### config.mk
export PLATFORM = sky130hd
export DESIGN_NAME = pword_bert
export DESIGN_NICKNAME = d
export VERILOG_FILES = /design/src/rtl/pwb_pkg.sv /design/src/rtl/pwb_prbs_gen.sv /design/src/rtl/pwb_prbs_chk.sv /design/src/rtl/pwb_lane0_ctrl.sv /design/src/rtl/pword_bert.sv
export SDC_FILE = /design/constraint.sdc
export NUM_CORES = 1
export LEC_CHECK = 0
export ABC_AREA = 1
export BUFFER_PORTS_ARGS = -buffer_cell sky130_fd_sc_hd__buf_2
export CORE_MARGIN = 8
export CORE_UTILIZATION = 45
export DETAILED_ROUTE_END_ITERATION = 8
export PLACE_DENSITY = 0.73
export SLEW_MARGIN = 20
export SYNTH_ARGS = -nofsm -noshare
export SYNTH_HDL_FRONTEND = slang
export SYNTH_SLANG_ARGS = --single-unit
### constraint.sdc
create_clock -name clk -period 9.37 [get_ports clk]
set_input_delay 2.811 -clock clk [delete_from_list [all_inputs] [get_ports clk]]
set_output_delay 2.811 -clock clk [all_outputs]
set_load 0.02 [all_outputs]
### src/rtl/pwb_pkg.sv
package pwb_pkg;

  typedef enum logic [1:0] {ST_IDLE, ST_LOAD, ST_MEAS} chk_state_e;

  // Register length of lane i (maximal-length trinomials).
  function automatic int lane_len(input int i);
    case (i % 8)
      0: return 7;
      1: return 9;
      2: return 10;
      3: return 11;
      4: return 15;
      5: return 17;
      6: return 20;
      default: return 23;
    endcase
  endfunction

  // Second feedback position of lane i.
  function automatic int lane_tap(input int i);
    case (i % 8)
      0: return 6;
      1: return 5;
      2: return 7;
      3: return 9;
      4: return 14;
      5: return 14;
      6: return 17;
      default: return 18;
    endcase
  endfunction

  // Training length shared by all lanes: the longest register.
  function automatic int longest(input int k);
    int m;
    m = 0;
    for (int i = 0; i < k; i++)
      if (lane_len(i) > m) m = lane_len(i);
    return m;
  endfunction

endpackage

### src/rtl/pwb_prbs_gen.sv
module pwb_prbs_gen #(
  parameter int LEN  = 7,
  parameter int TAP  = 6,
  parameter int SEED = 1
) (
  input  logic clk,
  input  logic rst,
  input  logic run,
  output logic bit_q
);
  logic [LEN-1:0] sr_q;
  logic           fb;

  assign fb = sr_q[LEN-1] ^ sr_q[TAP-1];

  always_ff @(posedge clk) begin
    if (rst) begin
      sr_q  <= LEN'(SEED);
      bit_q <= 1'b0;
    end else if (run) begin
      sr_q  <= {sr_q[LEN-2:0], fb};
      bit_q <= fb;
    end
  end

  // a running generator never locks up in the all-zero state
  p_gen_alive_r2: assert property (@(posedge clk) disable iff (rst)
    run |-> (sr_q != '0));

endmodule

### src/rtl/pwb_prbs_chk.sv
module pwb_prbs_chk #(
  parameter int LEN = 7,
  parameter int TAP = 6
) (
  input  logic clk,
  input  logic rst,
  input  logic load_en,
  input  logic meas_en,
  input  logic rx_bit,
  output logic miss
);
  logic [LEN-1:0] sr_q;
  logic           pred;

  assign pred = sr_q[LEN-1] ^ sr_q[TAP-1];
  assign miss = rx_bit ^ pred;

  always_ff @(posedge clk) begin
    if (rst)
      sr_q <= '0;
    else if (load_en)
      sr_q <= {sr_q[LEN-2:0], rx_bit};
    else if (meas_en)
      sr_q <= {sr_q[LEN-2:0], pred};
  end

endmodule

### src/rtl/pwb_lane0_ctrl.sv
module pwb_lane0_ctrl
  import pwb_pkg::*;
#(
  parameter int LANES = 8,
  parameter int LOADW = 23,
  parameter int WIN   = 8,
  parameter int THR   = 3,
  parameter int CNT_W = 32
) (
  input  logic             clk,
  input  logic             rst,
  input  logic             start,
  input  logic             clear,
  input  logic             rx_valid,
  input  logic [LANES-1:0] miss_vec,
  output logic             load_en,
  output logic             meas_en,
  output logic             gen_run,
  output logic             measuring,
  output logic [CNT_W-1:0] word_cnt,
  output logic [CNT_W-1:0] bit_err_cnt,
  output logic [CNT_W-1:0] slip_cnt
);
  localparam int LCW = $clog2(LOADW + 1);
  localparam int WCW = $clog2(WIN + 1);
  localparam int PW  = $clog2(WIN * LANES + 1);
  localparam int PCW = $clog2(LANES + 1);

  chk_state_e     st_q;
  logic [LCW-1:0] load_q;
  logic           win_q;
  logic [WCW-1:0] wcnt_q, wmiss_q, wcnt_nx, wmiss_nx;
  logic [PW-1:0]  pend_q, pend_nx;
  logic [PCW-1:0] pop;
  logic           in_win, closing, slip_hit;

  function automatic logic [PCW-1:0] popc(input logic [LANES-1:0] v);
    logic [PCW-1:0] s;
    s = '0;
    for (int i = 0; i < LANES; i++) s = s + PCW'(v[i]);
    return s;
  endfunction

  always_comb begin
    load_en  = rx_valid && !start && (st_q == ST_LOAD);
    meas_en  = rx_valid && !start && (st_q == ST_MEAS);
    pop      = popc(miss_vec);
    wcnt_nx  = win_q ? wcnt_q + 1'b1 : WCW'(1);
    wmiss_nx = (win_q ? wmiss_q : '0) + WCW'(miss_vec[0]);
    pend_nx  = (win_q ? pend_q : '0) + PW'(pop);
    in_win   = win_q || miss_vec[0];
    closing  = in_win && (wcnt_nx == WCW'(WIN));
    slip_hit = meas_en && closing && (wmiss_nx >= WCW'(THR));
  end

  assign measuring = (st_q == ST_MEAS);

  always_ff @(posedge clk) begin
    if (rst) begin
      st_q        <= ST_IDLE;
      load_q      <= '0;
      win_q       <= 1'b0;
      wcnt_q      <= '0;
      wmiss_q     <= '0;
      pend_q      <= '0;
      gen_run     <= 1'b0;
      word_cnt    <= '0;
      bit_err_cnt <= '0;
      slip_cnt    <= '0;
    end else begin
      if (start) begin
        gen_run <= 1'b1;
        st_q    <= ST_LOAD;
        load_q  <= '0;
        win_q   <= 1'b0;
      end else if (load_en) begin
        load_q <= load_q + 1'b1;
        if (load_q == LCW'(LOADW - 1)) st_q <= ST_MEAS;
      end else if (meas_en) begin
        word_cnt <= word_cnt + 1'b1;
        if (!in_win) begin
          bit_err_cnt <= bit_err_cnt + CNT_W'(pop);
        end else if (!closing) begin
          win_q   <= 1'b1;
          wcnt_q  <= wcnt_nx;
          wmiss_q <= wmiss_nx;
          pend_q  <= pend_nx;
        end else begin
          win_q <= 1'b0;
          if (slip_hit) begin
            slip_cnt <= slip_cnt + 1'b1;
            st_q     <= ST_LOAD;
            load_q   <= '0;
          end else begin
            bit_err_cnt <= bit_err_cnt + CNT_W'(pend_nx);
          end
        end
      end
      if (clear) begin
        word_cnt    <= '0;
        bit_err_cnt <= '0;
        slip_cnt    <= '0;
      end
    end
  end

  // idle receive cycles leave the counters alone
  p_idle_hold_r4: assert property (@(posedge clk) disable iff (rst)
    (!rx_valid && !start && !clear) |=> ($stable(word_cnt) && $stable(bit_err_cnt)));

  // a confirmed slip sends every lane back to training from word zero
  p_slip_reload_r7: assert property (@(posedge clk) disable iff (rst)
    slip_hit |=> (st_q == ST_LOAD && load_q == '0 && !win_q));

  // an open window never runs past its length
  p_win_bound_r6: assert property (@(posedge clk) disable iff (rst)
    win_q |-> (wcnt_q < WCW'(WIN) && wmiss_q <= wcnt_q));

  // no window survives outside measurement
  p_load_no_win_r3: assert property (@(posedge clk) disable iff (rst)
    (st_q != ST_MEAS) |-> !win_q);

  // the error count only grows unless cleared
  p_err_mono_r5: assert property (@(posedge clk) disable iff (rst)
    !clear |=> (bit_err_cnt >= $past(bit_err_cnt)));

endmodule

### src/rtl/pword_bert.sv
module pword_bert
  import pwb_pkg::*;
#(
  parameter int LANES = 8,
  parameter int WIN   = 8,
  parameter int THR   = 3,
  parameter int CNT_W = 32
) (
  input  logic             clk,
  input  logic             rst,
  input  logic             start,
  input  logic             clear,
  output logic             tx_valid,
  output logic [LANES-1:0] tx_word,
  input  logic             rx_valid,
  input  logic [LANES-1:0] rx_word,
  output logic             measuring,
  output logic [CNT_W-1:0] word_count,
  output logic [CNT_W-1:0] bit_err_count,
  output logic [CNT_W-1:0] slip_count
);
  localparam int LOADW = longest(LANES);

  logic             load_en, meas_en, gen_run;
  logic [LANES-1:0] miss_vec;

  pwb_lane0_ctrl #(
    .LANES(LANES), .LOADW(LOADW), .WIN(WIN), .THR(THR), .CNT_W(CNT_W)
  ) u_ctrl (
    .clk        (clk),
    .rst        (rst),
    .start      (start),
    .clear      (clear),
    .rx_valid   (rx_valid),
    .miss_vec   (miss_vec),
    .load_en    (load_en),
    .meas_en    (meas_en),
    .gen_run    (gen_run),
    .measuring  (measuring),
    .word_cnt   (word_count),
    .bit_err_cnt(bit_err_count),
    .slip_cnt   (slip_count)
  );

  for (genvar i = 0; i < LANES; i++) begin : g_lane
    pwb_prbs_gen #(
      .LEN(lane_len(i)), .TAP(lane_tap(i)), .SEED(i + 1)
    ) u_gen (
      .clk  (clk),
      .rst  (rst),
      .run  (gen_run),
      .bit_q(tx_word[i])
    );
    pwb_prbs_chk #(
      .LEN(lane_len(i)), .TAP(lane_tap(i))
    ) u_chk (
      .clk    (clk),
      .rst    (rst),
      .load_en(load_en),
      .meas_en(meas_en),
      .rx_bit (rx_word[i]),
      .miss   (miss_vec[i])
    );
  end

  always_ff @(posedge clk) begin
    if (rst) tx_valid <= 1'b0;
    else     tx_valid <= gen_run;
  end

endmodule

After elaboration in Yosys (flattened, before gate mapping)
Index checks and enable logic that the tools add are counted.
Widths: inputs -> output; s select.
{"block": "classes", "add_sub_neg": 15, "n_lt_le_gt_ge": 1, "n_eq_ne": 8, "muxes": 35, "n_bitwise": 27, "reduce_logical": 26}
{"op": "$mux 32", "n": 3}
{"op": "$add 32x1->32 const B", "n": 2}
{"op": "$mux 23", "n": 2}
{"op": "$mux 20", "n": 2}
{"op": "$mux 17", "n": 2}
{"op": "$add 32x4->32", "n": 1}
{"op": "$add 32x7->32", "n": 1}
{"op": "$mux 15", "n": 2}
{"op": "$add 4x1->4", "n": 7}
{"op": "$mux 5", "n": 5}
{"op": "$xor 1x1->1", "n": 24}
{"op": "$mux 11", "n": 2}
{"op": "$mux 7", "n": 3}
{"op": "$mux 10", "n": 2}
{"op": "$reduce_and 5->1", "n": 4}
{"op": "$mux 9", "n": 2}
{"op": "$mux 2", "n": 6}
{"op": "$reduce_bool 3->1", "n": 4}
{"op": "$mux 4", "n": 2}
{"op": "$reduce_bool 2->1", "n": 4}
{"op": "$add 7x4->7", "n": 1}
{"op": "$logic_and 1x1->1", "n": 6}
{"op": "$ne 2x2->1 const B", "n": 3}
{"op": "$reduce_and 3->1", "n": 2}
{"op": "16 further kinds", "n": 20}
{"block": "word_totals", "regBits": 353, "out_inout_bits": 106}

Logic depth before layout (Yosys ltp)
Gate-level depths: netlist of the first run.
{"block": "logic_depth", "depth_word": 14, "mapped_depth": 31, "depth_no_buf": 31}

Hierarchy
Synthesis of the first run repeated with hierarchy kept, for this count alone.
{"block": "hier_totals", "cells_unflattened": 2343, "area_unflattened_um2": 16334.4}
{"mod": "pwb_lane0_ctrl", "n_inst": 1, "cells_per_inst": 1230, "area_per_inst_um2": 7713.6, "seq_area_each_um2": 2402.3}
{"mod": "pwb_prbs_chk (g_lane[7].u_chk)", "n_inst": 1, "cells_per_inst": 115, "area_per_inst_um2": 865.8, "seq_area_each_um2": 460.4}
{"mod": "pwb_prbs_gen (g_lane[7].u_gen)", "n_inst": 1, "cells_per_inst": 102, "area_per_inst_um2": 817.0, "seq_area_each_um2": 460.4}
{"mod": "pwb_prbs_chk (g_lane[6].u_chk)", "n_inst": 1, "cells_per_inst": 101, "area_per_inst_um2": 803.3, "seq_area_each_um2": 400.4}
{"mod": "pwb_prbs_gen (g_lane[6].u_gen)", "n_inst": 1, "cells_per_inst": 91, "area_per_inst_um2": 754.5, "seq_area_each_um2": 420.4}
{"mod": "pwb_prbs_chk (g_lane[5].u_chk)", "n_inst": 1, "cells_per_inst": 86, "area_per_inst_um2": 649.4, "seq_area_each_um2": 340.3}
{"mod": "pwb_prbs_gen (g_lane[5].u_gen)", "n_inst": 1, "cells_per_inst": 75, "area_per_inst_um2": 599.3, "seq_area_each_um2": 340.3}
{"mod": "pwb_prbs_chk (g_lane[4].u_chk)", "n_inst": 1, "cells_per_inst": 78, "area_per_inst_um2": 593.1, "seq_area_each_um2": 300.3}
{"mod": "pwb_prbs_gen (g_lane[4].u_gen)", "n_inst": 1, "cells_per_inst": 70, "area_per_inst_um2": 559.3, "seq_area_each_um2": 320.3}
{"mod": "pwb_prbs_chk (g_lane[3].u_chk)", "n_inst": 1, "cells_per_inst": 62, "area_per_inst_um2": 452.9, "seq_area_each_um2": 220.2}
{"mod": "pwb_prbs_gen (g_lane[2].u_gen)", "n_inst": 1, "cells_per_inst": 48, "area_per_inst_um2": 409.1, "seq_area_each_um2": 220.2}
{"mod": "pwb_prbs_chk (g_lane[2].u_chk)", "n_inst": 1, "cells_per_inst": 58, "area_per_inst_um2": 406.6, "seq_area_each_um2": 200.2}
{"mod": "pwb_prbs_gen (g_lane[3].u_gen)", "n_inst": 1, "cells_per_inst": 50, "area_per_inst_um2": 401.6, "seq_area_each_um2": 220.2}
{"mod": "pwb_prbs_chk (g_lane[1].u_chk)", "n_inst": 1, "cells_per_inst": 53, "area_per_inst_um2": 365.4, "seq_area_each_um2": 180.2}
{"mod": "4 more rows"}

Least setup slack after synthesis of the first run
OpenSTA, ideal clock, no wires.
{"block": "synth_timing", "kind": "input -> register", "from": "in rx_word[0]", "to": "reg u_ctrl.bit_err_cnt[11]", "t_arrival_ns": 7.629, "path_slack_ns": 1.671, "stages": 23, "cell_sequence": "inv_1 > nand3_1 > nand2_1 > ha_1 > fa_1 > inv_1 > fa_1 > fa_1 > fa_1 > fa_1 > o21ai_0 > nand2_1 > xor2_1 > ha_1 > nand2_1 > nor2_1 > nand3_1 > nand2_2 > nand2_1 > or2_2 > nand2_1 > nand2_1 > a21oi_1"}
{"block": "synth_via", "elab_chain_cells": 13}
{"item": "start: declaration", "line": "pword_bert.sv:16", "text": "input logic [LANES-1:0] rx_word,"}
{"item": "$xor 1x1->1 (*)", "line": "pwb_prbs_chk.sv:16", "text": "assign miss = rx_bit ^ pred;"}
{"item": "$add 1x1->2", "line": "pwb_lane0_ctrl.sv:40", "text": "for (int i = 0; i < LANES; i++) s = s + PCW'(v[i]);"}
{"item": "$add 4x1->4 (6 in a row)", "line": "pwb_lane0_ctrl.sv:40"}
{"item": "$add 7x4->7", "line": "pwb_lane0_ctrl.sv:50", "text": "pend_nx = (win_q ? pend_q : '0) + PW'(pop);"}
{"item": "$add 32x7->32", "line": "pwb_lane0_ctrl.sv:95", "text": "bit_err_cnt <= bit_err_cnt + CNT_W'(pend_nx);"}
{"item": "$mux 32", "line": "pwb_lane0_ctrl.sv:90", "text": "if (slip_hit) begin"}
{"item": "$mux 32", "line": "pwb_lane0_ctrl.sv:83", "text": "end else if (!closing) begin"}
{"item": "$mux 32", "line": "pwb_lane0_ctrl.sv:81", "text": "if (!in_win) begin"}
{"item": "end signal: assignment", "line": "pwb_lane0_ctrl.sv:82", "text": "bit_err_cnt <= bit_err_cnt + CNT_W'(pop);"}
{"item": "end signal: assignment", "line": "pwb_lane0_ctrl.sv:95"}
{"item": "end: declaration", "line": "pwb_lane0_ctrl.sv:21", "text": "output logic [CNT_W-1:0] bit_err_cnt,"}
Every way passes the cells marked *; elsewhere a longest branch is shown, timed or not. The select of a mux whose other input is x is not followed.
A chain may end at the register's enable or synchronous reset.

Worst setup path after layout of the first run
{"block": "layout_timing", "from": "in rx_word[1]", "to": "reg u_ctrl.bit_err_cnt[11]"}
{"block": "layout_via", "elab_chain_cells": 13}
{"item": "$xor 1x1->1 (*)", "line": "pwb_prbs_chk.sv:16"}
{"item": "$add 1x1->2 (*)", "line": "pwb_lane0_ctrl.sv:40"}
{"item": "$add 4x1->4 (*) (6 in a row)", "line": "pwb_lane0_ctrl.sv:40"}
{"item": "$add 7x4->7", "line": "pwb_lane0_ctrl.sv:50"}
{"item": "$add 32x7->32", "line": "pwb_lane0_ctrl.sv:95"}
{"item": "$mux 32", "line": "pwb_lane0_ctrl.sv:90"}
{"item": "$mux 32", "line": "pwb_lane0_ctrl.sv:83"}
{"item": "$mux 32 (*)", "line": "pwb_lane0_ctrl.sv:81"}
Marked as above.

==> results of run 1 <==
[logic make-up (layout without fill, tap and decap cells)]
family	count (synthesis)	count (layout)	share of synthesized area [%]
adders and majority gates	27	27	2.41
DFF	349	349	43.9
and+or+nand+nor	1218	1218	31.4
buffers and inverters	252	335	6.74
AOI/OAI and AO/OA	382	382	12.4
xor gates and xnor gates	56	56	3.08
[per-stage QoR]
stage | instance area, um2 | utilization (%) | hold WS (ns)
2_1_floorplan | 15900 | - | 0.429
3_3_place_gp | 16600 | 47.1 | 0.438
3_5_place_dp | 16600 | 47.1 | 0.449
4_1_cts | 17800 | 50.6 | 0.462
5_1_grt | 17800 | 50.6 | 0.485
6_report | 17800 | 50.6 | 0.460
[routing by layer]
layer / vias to the layer above / share of wire (%)
met2: 293 / 46
met5: - / 0.026
li1: 7401 / -
met3: 66 / 5.5
met4: 2 / 2.1
met1: 6610 / 46
[registers in the layout (all words and copies together), names as in the netlist]
| register | flops |
|---|---|
| u_ctrl.gen_run | 1 |
| u_ctrl.pend_q | 7 |
| g_lane.u_chk.sr_q | 112 |
| g_lane.u_gen.bit_q | 4 |
| u_ctrl.word_cnt | 32 |
| u_ctrl.wcnt_q | 4 |
| u_ctrl.wmiss_q | 4 |
| tx_valid | 1 |
| u_ctrl.win_q | 1 |
| u_ctrl.slip_cnt | 32 |
| u_ctrl.bit_err_cnt | 32 |
| g_lane.u_gen.sr_q | 112 |
| u_ctrl.st_q | 2 |
| u_ctrl.load_q | 5 |
[worst reg2reg max path, delay by kind of cell, from the launching register on]
family                     cells  cell delay, ns
AOI/OAI and AO/OA              3            0.53
xor gates and xnor gates       3            0.74
adders and majority gates      7            2.90
buffers and inverters          3            0.20
DFF                            1            0.32
and+or+nand+nor               12            1.36
[synth_stat cells (2+ instances only)]
cell type / n / area, um2
nand3_4: 2 / 35.0
nand3_2: 6 / 60.1
buf_4: 8 / 60.1
ha_1: 21 / 263
inv_2: 8 / 30.0
fa_1: 6 / 120
nor2_4: 4 / 45.0
a21oi_1: 118 / 591
nor3b_1: 2 / 15.0
or2_2: 2 / 12.5
o21ai_0: 245 / 1230
xnor2_1: 19 / 166
nand3_1: 60 / 300
inv_1: 133 / 499
xor2_1: 37 / 324
o22ai_1: 2 / 12.5
dfxtp_1: 349 / 6990
nor3_2: 2 / 20.0
nand2_2: 7 / 43.8
nor2_2: 6 / 37.5
buf_1: 8 / 30.0
nand3b_1: 18 / 135
buf_2: 15 / 75.1
nor2_1: 566 / 2120
nand4_1: 21 / 131
clkbuf_1: 69 / 259
buf_6: 10 / 113
a221oi_1: 6 / 52.6
nand2_1: 486 / 1820
nor3_1: 28 / 140
a211oi_1: 3 / 22.5
o211ai_1: 2 / 15.0
[cell type report]
cell class	count	area share (%)
multi-input cells	1683	44.0
flip-flops and latches	349	39.2
clock buffers	51	6.11
repair buffers	126	3.67
well taps	461	3.24
inverters	142	3.02
clock inverters	16	0.744
[power groups by stage]
stage	Clock (mW)	Sequential [mW]	Combinational [mW]
2_1_floorplan	0	1.60	0.228
3_3_place_gp	0	1.60	0.275
3_5_place_dp	0	1.61	0.286
4_1_cts	1.49	1.57	0.288
5_1_grt	1.55	1.58	0.332
6_report	1.45	1.57	0.286
[worst max path at each step]
stage / from / to / slack (ns) / cells after the start
floorplan: rx_word[0] / u_ctrl.bit_err_cnt[11] / 1.67 / 23
global placement: rx_word[1] / u_ctrl.bit_err_cnt[11] / 1.10 / 28
detailed placement: rx_word[1] / u_ctrl.bit_err_cnt[11] / 0.95 / 28
CTS: rx_word[1] / u_ctrl.bit_err_cnt[11] / 1.48 / 28
global route: rx_word[1] / u_ctrl.bit_err_cnt[11] / 1.08 / 28
finish: rx_word[1] / u_ctrl.bit_err_cnt[11] / 1.45 / 28
==> qor.yml, run 1 <==
grt_pass1_wl_mm: 63.3
fin_ws_ns: 1.45
htree_levels: 2
hpwl_mm: 25.0
drc_errors: 0
syn_to_final_growth_pct: 12.1
grt_use_met3_pct: 3.25
worstPathRequired_ns: 9.81
async_flop_share_pct: 0
drive_gt1_share_pct: 9.89
io_buffers: 118
fp.coreArea_um2: 35200
fin_nets: 2380
grt_pass1_vias: 13300
antenna_cells: 0
status: "finished clean"
grt.overflow.total: 0
cts_made_buffers: 38
n_fill_cell: 3426
synth_edf_count: 0
drtAntennaViolNets: 0
gr-usage-met1_pct: 23.1
arrival_ns: 8.36
reg2reg_to: "u_ctrl.bit_err_cnt[11]"
dp.cells: 2761
die_area_um2: 41600
crit_type: "input pin to flip-flop"
seq_area_um2: 6990
fin_skew_ns: 0.0110
cts_buffer_depth: 3
post_drt_via_cell_ratio: 5.08
fin_crit_sh_pct: 84.5
worst_path_max_delay_cell: "fa_1"
grt_usage_pct: 17.6
most-common-layout-cells: "565 x nor2_1, 486 x nand2_1, 348 x dfxtp_1"
seq_area_frac_synth_pct: 43.9
hp-class: "flip-flop to flip-flop"
ys_seq_elements: 349
ctsHoldBuffers: 0
power_frac_comb_pct: 8.6
initial_core_util_pct: 45.1
p_int_mw: 2.50
hold_viol_final: 0
synth.avg_cell_area_um2: 6.96
num_rows: 69
drtIter0Drc: 1004
power_mw: 3.31
slew_headroom_pct: 39.0
clockRootBuffer: "clkbuf_16"
clock_sinks: 349
min_from: "g_lane[2].u_gen.sr_q[1]"
cts_setup_buffers: 0
leakagePower_nw: 7.36
p_sw_share_pct: 24.7
met2_usage_pct: 29.5
r2r_start: "g_lane[1].u_chk.sr_q[8]"
p_seq_share_pct: 47.5
path_max_fanout: 7
critical-path-top-delay-family: "adder cells"
routed_wl_mm: 37.7
critPathCaptureType: "flip-flop"
clock_latency_ns: 0.53
cts.clk_slew.worst_paths_ns: 0.06
cts_tree: "done"
synthesis.area_um2: 15900
wl_per_cell_um: 13.3
syn-num-nets: 2324
hold_depth: 2
start_kind: "input pin"
vias: 14400
die_x_um: 204
pin_count: 119
worstRegToRegCells: 28
peakVddDrop_v: 0.000135
synth_cell_types: 47
routabilityCongestion: 0.896
tns_ns: 0
dr.pass1.iters: 7
rrSetupSlack_ns: 3.27
fin_crit_ns: 7.92
synth_flop_cell: "dfxtp_1"
max_clock_freq_mhz: 126
yosysWarnings: 0
clockPowerShare_pct: 43.9
min_to: "g_lane[2].u_gen.sr_q[1]"
max-cap-violations: 0
crit_buf_inv: 4
instances_no_fill: 2828
max_stage_delay_ns: 0.54
crit_top_cell: "nand2_1"
final_max_slew_viol_count: 0
die_h_um: 204
worst_slew_pin_slew_ns: 0.915
setup_viol: 0
cts_resized: 0
multi_input_area_um2: 7850
grt.busiest_layer: "met2"
layout.cells.most_common: "nor2_1"
pre_cts_slack_ns: 0.952
switching_power_mw: 0.818
antenna_found_initial: 1
syn_inst: 2284
grt_start_max_net_pins: 142
p_per_area_nw_per_um2: 186
rsz0062_at_grt: "no"
(Power assumes the default switching activity.)
==> run 2: changes to the inputs <==
- PLACE_DENSITY: 0.73 -> 0.75
- clock period: 9.37 -> 7.05 ns (I/O delays scaled with it)
==> run 2 against run 1 <==
  * Clock power up 36%
  * Die area did not move
  * Cell count rose by 1.1%
  * Wire length up 2.5%
  * Non-clock buffer count grew 33
  * Clock-buffer cell count rose by 5
  * Final area up 1.9%
  * Flip-flop and latch count is the same
  * Critical path depth up 1
  * Worst setup slack worse by 1.1 ns
  * Sequential share of layout area decreased by 0.72 points
  * Sequential power grew 33%
  * Critical endpoint is now u_ctrl.bit_err_cnt[29]
==> qor.yml, run 2 (synthesis gave the netlist of run 1 again) <==
worstPathRequired_ns: 7.51  # was 9.81 ns
layout.cells.most_common: "nor2_1"  # unchanged
crit_type: "input pin to flip-flop"  # unchanged
drive_gt1_share_pct: 11.4  # was 9.89%
cts_tree: "done"  # unchanged
reg.largest.list: "g_lane.u_chk.sr_q: 112 flops, g_lane.u_gen.sr_q: 112 flops"  # unchanged
fin_skew_ns: 0.0126  # was 0.0110 ns
status: "finished clean"  # unchanged
drc_errors: 0  # unchanged
syn_to_final_growth_pct: 14.2  # was 12.1%
antenna_found_initial: 1  # unchanged
clockRootBuffer: "clkbuf_16"  # unchanged
crit_top_cell: "nand2_1"  # unchanged
post_drt_via_cell_ratio: 5.11  # was 5.08
num_rows: 69  # unchanged
most-common-layout-cells: "563 x nor2_1, 485 x nand2_1, 348 x dfxtp_1"  # was 565 x nor2_1, 486 x nand2_1, 348 x dfxtp_1
cts_made_buffers: 38  # unchanged
hp-class: "flip-flop to flip-flop"  # unchanged
hpwl_mm: 26.0  # was 25.0 mm
dr.pass1.iters: 5  # was 7
critical-path-top-delay-family: "adder cells"  # unchanged
p_per_area_nw_per_um2: 249  # was 186 nW/um2
setup_viol: 0  # unchanged
grt_usage_pct: 18.1  # was 17.6%
max_clock_freq_mhz: 148
n_fill_cell: 3402  # was 3426
fin_crit_sh_pct: 95.7
arrival_ns: 7.20  # was 8.36 ns
antenna_cells: 0  # unchanged
die_x_um: 204  # unchanged
fin_crit_ns: 6.75
fin_nets: 2413  # was 2380
path_max_fanout: 4  # was 7
pre_cts_slack_ns: -0.519  # was 0.952 ns
ctsHoldBuffers: 0  # unchanged
routabilityCongestion: 0.909  # was 0.896
clock_latency_ns: 0.54  # was 0.53 ns
drtIter0Drc: 1009  # was 1004
fin_ws_ns: 0.304  # was 1.45 ns
hold_viol_final: 0  # unchanged
io_buffers: 118  # unchanged
grt_start_max_net_pins: 156  # was 142
clock_sinks: 349  # unchanged
vias: 14600  # was 14400
cts_buffer_depth: 3  # unchanged
grt_pass1_vias: 13800  # was 13300
cts.clk_slew.worst_paths_ns: 0.06  # about the same
fin_util_pct: 51.6  # was 50.6%
grt_pass1_wl_mm: 65.0  # was 63.3 mm
leakagePower_nw: 7.53  # was 7.36 nW
max-cap-violations: 0  # unchanged
htree_levels: 2  # unchanged
drtAntennaViolNets: 0  # unchanged
initial_core_util_pct: 45.1  # unchanged
crit_buf_inv: 5  # was 4
routed_wl_mm: 38.7  # was 37.7 mm
worst_path_max_delay_cell: "fa_1"  # unchanged
peakVddDrop_v: 0.000191  # was 0.000135 V
grt.overflow.total: 0  # unchanged
fp.coreArea_um2: 35200  # unchanged
die_h_um: 204  # unchanged
start_kind: "input pin"  # unchanged
slew_headroom_pct: 38.1  # was 39.0%
max_stage_delay_ns: 0.53  # was 0.54 ns
worst_slew_pin_slew_ns: 0.928  # was 0.915 ns
final_max_slew_viol_count: 0  # unchanged
pin_count: 119  # unchanged
wl_per_cell_um: 13.5  # was 13.3 um
critPathCaptureType: "flip-flop"  # unchanged
die_area_um2: 41600  # unchanged
run 2: cell count changes in the layout (fill, tap and decap cells not counted), sizes merged:
cell	change
buf	+33
clkinv	-6
clkbuf	+5
clkinvlp	-2
bufinv	+1
inv	+1
run 2: final timing paths:
check	endpoint	slack, ns	cells after the start	startpoint
hold reg to reg	g_lane[6].u_gen.sr_q[1]	0.46	2	g_lane[6].u_gen.sr_q[1]
setup reg to reg	u_ctrl.bit_err_cnt[29]	1.38	29	g_lane[1].u_chk.sr_q[8]
setup / recovery	u_ctrl.bit_err_cnt[29]	0.30	29	rx_word[1]
hold / removal	g_lane[6].u_gen.sr_q[1]	0.46	2	g_lane[6].u_gen.sr_q[1]
run 2: repair_timing:
item | CTS | global route
endpoints found under the setup margin | 0 | 25
resized for setup | 0 | 12
setup buffers | 0 | 0
hold endpoints to repair | 0 | 0
run 2: metal layers:
| layer | share of wire (%) | global-route usage [%] |
|---|---|---|
| met5 | 0.034 | 0 |
| met4 | 1.8 | 4.86 |
| met3 | 6.2 | 3.47 |
| met2 | 47 | 30.9 |
| met1 | 45 | 23.2 |
run 2: worst register-to-register path, delay by kind of cell (launching register included):
kind                       cells  cell delay [ns]
buffers and inverters          4             0.29
xor gates and xnor gates       3             0.76
DFF                            1             0.32
and+or+nand+nor               12             1.07
AOI/OAI and AO/OA              3             0.49
adders and majority gates      7             2.67
run 2: power by group:
group          total (mW)  internal [mW]  switching (mW)
clock network        1.97           1.18           0.795
logic               0.455          0.194           0.262
registers            2.09           2.05          0.0396
total                4.52           3.42            1.10
run 2: cell type report:
class | instances | area [um2] | area share, %
clock buffers | 56 | 1120 | 6.16
clock inverters | 10 | 129 | 0.710
inverters | 142 | 542 | 2.98
multi-input cells | 1683 | 7910 | 43.6
flip-flops and latches | 349 | 6990 | 38.5
well taps | 461 | 577 | 3.18
repair buffers | 159 | 898 | 4.95
run 2: stage by stage:
step	setup TNS [ns]	std cells	hold WS, ns	instance area, um2	total power [mW]
2_1_floorplan	0	2284	0.429	15900	2.43
4_1_cts	0	2860	0.460	18100	4.56
5_1_grt	-0.00748	2860	0.487	18200	4.73
6_report	0	2860	0.459	18200	4.52
3_5_place_dp	-11.44	2794	0.443	16900	2.57
3_3_place_gp	-7.59	2794	0.440	16900	2.55
